==> src/rtl/wdt_pkg.sv <==
package wdt_pkg;
  typedef enum logic [1:0] {
    SEL_CNT  = 2'd0,
    SEL_CSR  = 2'd1,
    SEL_RCSR = 2'd2,
    SEL_NONE = 2'd3
  } wr_sel_e;

  // log2 of the division ratio per clock-select code
  function automatic int unsigned tap_shift(input logic [2:0] cs);
    case (cs)
      3'd0:    return 0;
      3'd1:    return 2;
      3'd2:    return 4;
      3'd3:    return 5;
      3'd4:    return 6;
      3'd5:    return 8;
      3'd6:    return 10;
      default: return 12;
    endcase
  endfunction
endpackage

==> src/rtl/wdt_prescaler.sv <==
module wdt_prescaler #(
  parameter int DIV_W = 12
) (
  input  logic       clk_i,
  input  logic       rst_ni,
  input  logic [2:0] clk_sel_i,
  output logic       tick_o
);
  logic [DIV_W-1:0] div_q;
  logic [DIV_W-1:0] mask;

  always_ff @(posedge clk_i or negedge rst_ni) begin
    if (!rst_ni) div_q <= '0;
    else         div_q <= div_q + 1'b1;
  end

  always_comb begin
    mask   = DIV_W'((64'd1 << wdt_pkg::tap_shift(clk_sel_i)) - 64'd1);
    tick_o = (div_q & mask) == mask;
  end
endmodule

==> src/rtl/wdt_pulse.sv <==
module wdt_pulse #(
  parameter int LEN = 128
) (
  input  logic clk_i,
  input  logic rst_ni,
  input  logic start_i,
  output logic active_o
);
  localparam int CW = $clog2(LEN + 1);
  logic [CW-1:0] left_q;

  always_ff @(posedge clk_i or negedge rst_ni) begin
    if (!rst_ni)             left_q <= '0;
    else if (start_i)        left_q <= CW'(LEN);
    else if (left_q != '0)   left_q <= left_q - 1'b1;
  end

  assign active_o = left_q != '0;
endmodule

==> src/rtl/wdt_timer.sv <==
module wdt_timer #(
  parameter int         CNT_W     = 8,
  parameter int         DIV_W     = 12,
  parameter int         PULSE_LEN = 128,
  parameter logic [7:0] KEY_CNT   = 8'h5A,
  parameter logic [7:0] KEY_CSR   = 8'hA5,
  parameter logic [7:0] KEY_RCSR  = 8'hC3
) (
  input  logic             clk_i,
  input  logic             rst_ni,
  input  logic             wr_en_i,
  input  logic [1:0]       wr_sel_i,
  input  logic [15:0]      wr_data_i,
  output logic [CNT_W-1:0] cnt_o,
  output logic [7:0]       csr_o,
  output logic [7:0]       rcsr_o,
  output logic             irq_o,
  output logic             ovf_no,
  output logic             rst_req_o
);
  import wdt_pkg::*;

  localparam logic [CNT_W-1:0] CNT_MAX = {CNT_W{1'b1}};

  logic [CNT_W-1:0] cnt_q;
  logic [2:0]       cs_q;
  logic             en_q, mode_q, iflag_q;
  logic             wflag_q, rst_en_q, hit_q, rst_req_q;
  logic             tick, at_max, hit, wd_rise, pulse_on;
  logic             wr_cnt, wr_csr, wr_rcsr;

  assign wr_cnt  = wr_en_i && (wr_sel_i == SEL_CNT)  && (wr_data_i[15:8] == KEY_CNT);
  assign wr_csr  = wr_en_i && (wr_sel_i == SEL_CSR)  && (wr_data_i[15:8] == KEY_CSR);
  assign wr_rcsr = wr_en_i && (wr_sel_i == SEL_RCSR) && (wr_data_i[15:8] == KEY_RCSR);

  wdt_prescaler #(.DIV_W(DIV_W)) u_presc (
    .clk_i     (clk_i),
    .rst_ni    (rst_ni),
    .clk_sel_i (cs_q),
    .tick_o    (tick)
  );

  assign at_max  = cnt_q == CNT_MAX;
  assign hit     = en_q && at_max;
  assign wd_rise = hit && !hit_q && mode_q;   // entry into overflow, watchdog mode

  always_ff @(posedge clk_i or negedge rst_ni) begin
    if (!rst_ni) begin
      cnt_q <= '0;
      hit_q <= 1'b0;
    end else begin
      hit_q <= hit;
      if (wr_cnt)            cnt_q <= wr_data_i[CNT_W-1:0];
      else if (en_q && tick) cnt_q <= cnt_q + 1'b1;
    end
  end

  always_ff @(posedge clk_i or negedge rst_ni) begin
    if (!rst_ni) begin
      cs_q    <= '0;
      en_q    <= 1'b0;
      mode_q  <= 1'b0;
      iflag_q <= 1'b0;
    end else begin
      if (wr_csr) begin
        cs_q   <= wr_data_i[2:0];
        mode_q <= wr_data_i[5];
        en_q   <= wr_data_i[6];
        if (!wr_data_i[7] && !at_max) iflag_q <= 1'b0;
      end
      if (hit && !mode_q) iflag_q <= 1'b1;
    end
  end

  always_ff @(posedge clk_i or negedge rst_ni) begin
    if (!rst_ni) begin
      wflag_q   <= 1'b0;
      rst_en_q  <= 1'b0;
      rst_req_q <= 1'b0;
    end else begin
      rst_req_q <= wd_rise && rst_en_q && !wflag_q;
      if (wr_rcsr) begin
        rst_en_q <= wr_data_i[6];
        if (!wr_data_i[7]) wflag_q <= 1'b0;
      end
      if (wd_rise) wflag_q <= 1'b1;
    end
  end

  wdt_pulse #(.LEN(PULSE_LEN)) u_pulse (
    .clk_i    (clk_i),
    .rst_ni   (rst_ni),
    .start_i  (wd_rise),
    .active_o (pulse_on)
  );

  assign cnt_o     = cnt_q;
  assign csr_o     = {iflag_q, en_q, mode_q, 2'b00, cs_q};
  assign rcsr_o    = {wflag_q, rst_en_q, 6'b0};
  assign irq_o     = iflag_q && !mode_q;
  assign ovf_no    = !pulse_on;
  assign rst_req_o = rst_req_q;
endmodule

==> config.mk <==
export PLATFORM = sky130hd
export DESIGN_NAME = wdt_timer
export DESIGN_NICKNAME = d
export VERILOG_FILES = /design/src/rtl/wdt_pkg.sv /design/src/rtl/wdt_prescaler.sv /design/src/rtl/wdt_pulse.sv /design/src/rtl/wdt_timer.sv
export SDC_FILE = /design/constraint.sdc
export NUM_CORES = 1
export LEC_CHECK = 0
export ABC_AREA = 1
export BUFFER_PORTS_ARGS = -buffer_cell sky130_fd_sc_hd__buf_2
export CORE_AREA = 5 5 74 102
export DETAILED_ROUTE_END_ITERATION = 8
export DIE_AREA = 0 0 79 107
export GPL_ROUTABILITY_DRIVEN = 0
export GPL_TIMING_DRIVEN = 0
export MAX_ROUTING_LAYER = met4
export SYNTH_ARGS = -nofsm -noshare
export SYNTH_HDL_FRONTEND = slang
export SYNTH_HIERARCHICAL = 1
export SYNTH_SLANG_ARGS = --single-unit
==> constraint.sdc <==
create_clock -name clk_i -period 2.3 [get_ports clk_i]
set_input_delay 0.46 -clock clk_i [delete_from_list [all_inputs] [get_ports clk_i]]
set_output_delay 0.46 -clock clk_i [all_outputs]
set_load 0.1 [all_outputs]
==> flow_summary.yaml <==
timing:
  min_period_over_period_pct: 93.2
  finalSetupViolations: 0
  max_slew_margin_pct: 43.0
  rsz0062_at_grt: "true"
  tightest_slew_ps: 855
  hold_violations: 0
  clock_skew_ps: 6.81
  max_freq_ghz: 0.466
  min_period_ps: 2140
  holdWs_ps: 272
  finalMaxSlewViolations: 0
hold_path:
  hold_class: "input pin to async pin"
clock_tree:
  clk_latency_ps: 290
  path_clk_slew_ps: 80
  cts_buffers: 5
  cts_sinks: 38
  cts_tree: "built"
  cts.path.max_buffers: 2
  clk_root_buffer_cell: "clkbuf_8"
  h-tree-depth: 2
floorplanning:
  rows: 35
  die_w_um: 79
  core-area_sq_um: 6530
  die_area_sq_um: 8450
  fp.dieH_um: 107
  boundaryPins: 48
  start_util_pct: 38.6
route:
  post_drt_wl_per_cell_um: 12.1
  ant_nets: 0
  drt_iter0_markers: 98
  drt-total-wl_um: 5780
  avgViaCountPerCell: 4.79
  route.detailed.drc: 0
  num_vias: 2286
  dr.pass1.iters: 4
yosys:
  ys_async_sr_fraction_pct: 100
  synthTopCellsByArea: "dfrtp_1, nand3_1, nand2_1, inv_1, nor2_1"
  synth_cell_types: 30
  synth_edf_count: 0
  synth_warnings: 6
  synth.most_common_cell: "nand2_1"
  synth_seq_cells: 38
  synth_ff_type: "dfrtp_1"
  yosysTopAreaCellShare_pct: 37.7
  synth_top_cell_by_area: "dfrtp_1"
  seq_area_frac_synth_pct: 37.7
  syn-mean-instance-area_sq_um: 7.41
  synth_common_cells: "nand2_1, nand3_1, inv_1"
  synth_area_sq_um: 2520
  synth_cells: 340
placed_design:
  dp_hpwl_um: 4350
  dp.cells: 460
  port_buffers: 39
global_routing:
  grt_pass1_wl_um: 9930
  antenna_found_initial: 0
  grt_pass1_vias: 2235
  grt_max_degree: 39
  overflow: 0
  grt_use_total_pct: 14.9
layout:
  num_antenna_cells: 0
  final_cells: 477
  nets: 428
  area_delta_synth_final_pct: 21.1
  drive_gt1_share_pct: 29.5
  fin_util_pct: 46.8
worst_setup_path:
  required_ps: 1840
  cp.arrival_ps: 1680
  cp-start-kind: "flop"
  end_kind: "primary output"
  critPathMaxFanout: 8
  worstSetupPathType: "flop to primary output"
power:
  power_leakage_uw: 0.00158
  power_density_nw_per_um2: 504
  irDropWorstVdd_mv: 0.312
job:
  cap_violations: 0
status:
  status: "finished, final reports clean"
[report_power, final]
part / internal, uW / switching, uW
clock: 323 / 257
combinational: 59.7 / 207
sequential: 678 / 13.4
[what timing repair did]
| item | in CTS | in global routing |
|---|---|---|
| setup buffers | 1 | 9 |
| gates resized for setup | 0 | 9 |
| pin swaps | 1 | 6 |
| hold endpoints to repair | 0 | 0 |
| gates cloned | 0 | 0 |
| setup endpoints to repair | 2 | 9 |
| hold buffers | 0 | 0 |
[cell type report]
cell class / count / area [sq um]
fill: 658 / 3470
multi-input combinational: 244 / 1300
sequential: 38 / 957
timing repair buffer: 49 / 273
inverter: 47 / 179
buffer: 17 / 140
tap: 74 / 92.6
clock buffer: 5 / 68.8
clock inverter: 3 / 45.0
[critical path: stages (launching register included)]
cell and delay, ps:
dfrtp_1 380, inv_2 130, ha_1 190, inv_1 50, nor2_2 140, nand2_2 110
inv_1 60, clkbuf_4 320
[state kept, by name (all words and copies together) (netlist names)]
signal / cells
hit_q: 1
wflag_q: 1
u_pulse/left_q: 8
cnt_o: 8
en_q: 1
rst_req_o: 1
cs_q: 3
iflag_q: 1
rst_en_q: 1
mode_q: 1
u_presc/div_q: 12
[stage by stage]
stage	power [uW]	setup WS (ps)	setup TNS, ps	instance area [sq um]
after floorplan	901	1.93	0	2550
after global placement	962	25.1	0	2840
after detailed placement	964	12.5	0	2840
after CTS	1550	34.4	0	2960
after global routing	1600	-55.3	-278	3050
final	1540	155	0	3050
[final timing paths]
check / startpoint / endpoint / slack [ps] / cells after the start
worst max register to register: cs_q[1] / cnt_o[2] / 160 / 14
max in group asynchronous: rst_ni / cs_q[1] / 1400 / 1
worst min register to register: wflag_q / rst_req_o / 480 / 1
worst max-delay path: u_pulse/left_q[0] / ovf_no / 160 / 7
min in group clk_i: wr_data_i[0] / cnt_o[0] / 410 / 3
worst min-delay path: rst_ni / u_presc/div_q[8] / 270 / 1
[layer usage]
layer | track usage (%) | vias to the layer above | wire (um)
met3 | 2.44 | 8 | 197
li1 | - | 1187 | -
met5 | - | - | 0
met1 | 17.6 | 1041 | 2540
met4 | 5.16 | 0 | 120
met2 | 25.6 | 50 | 2920
[layout by cell type, fill, tap and decap left out, drive strengths merged]
cell	n
o21ai	13
buf	65
clkbuf	6
nand4	9
clkinvlp	2
conb	9
nor3	10
nand3	56
inv	47
bufinv	1
xnor2	2
nor3b	1
a21oi	5
dfrtp	38
nand2	77
ha	5
xor2	8
and2	1
nor2	46
nand3b	2
[kinds of logic after synthesis]
group	synth area share [%]
AO/OA/AOI/OAI	3.72
XOR/XNOR	3.48
adder cells (fa/ha/maj)	2.48
buffers and inverters	13.0
flip-flops	37.7
other	0.298
AND/OR/NAND/NOR	39.3
Note: power is estimated with default switching activity, not from simulation.
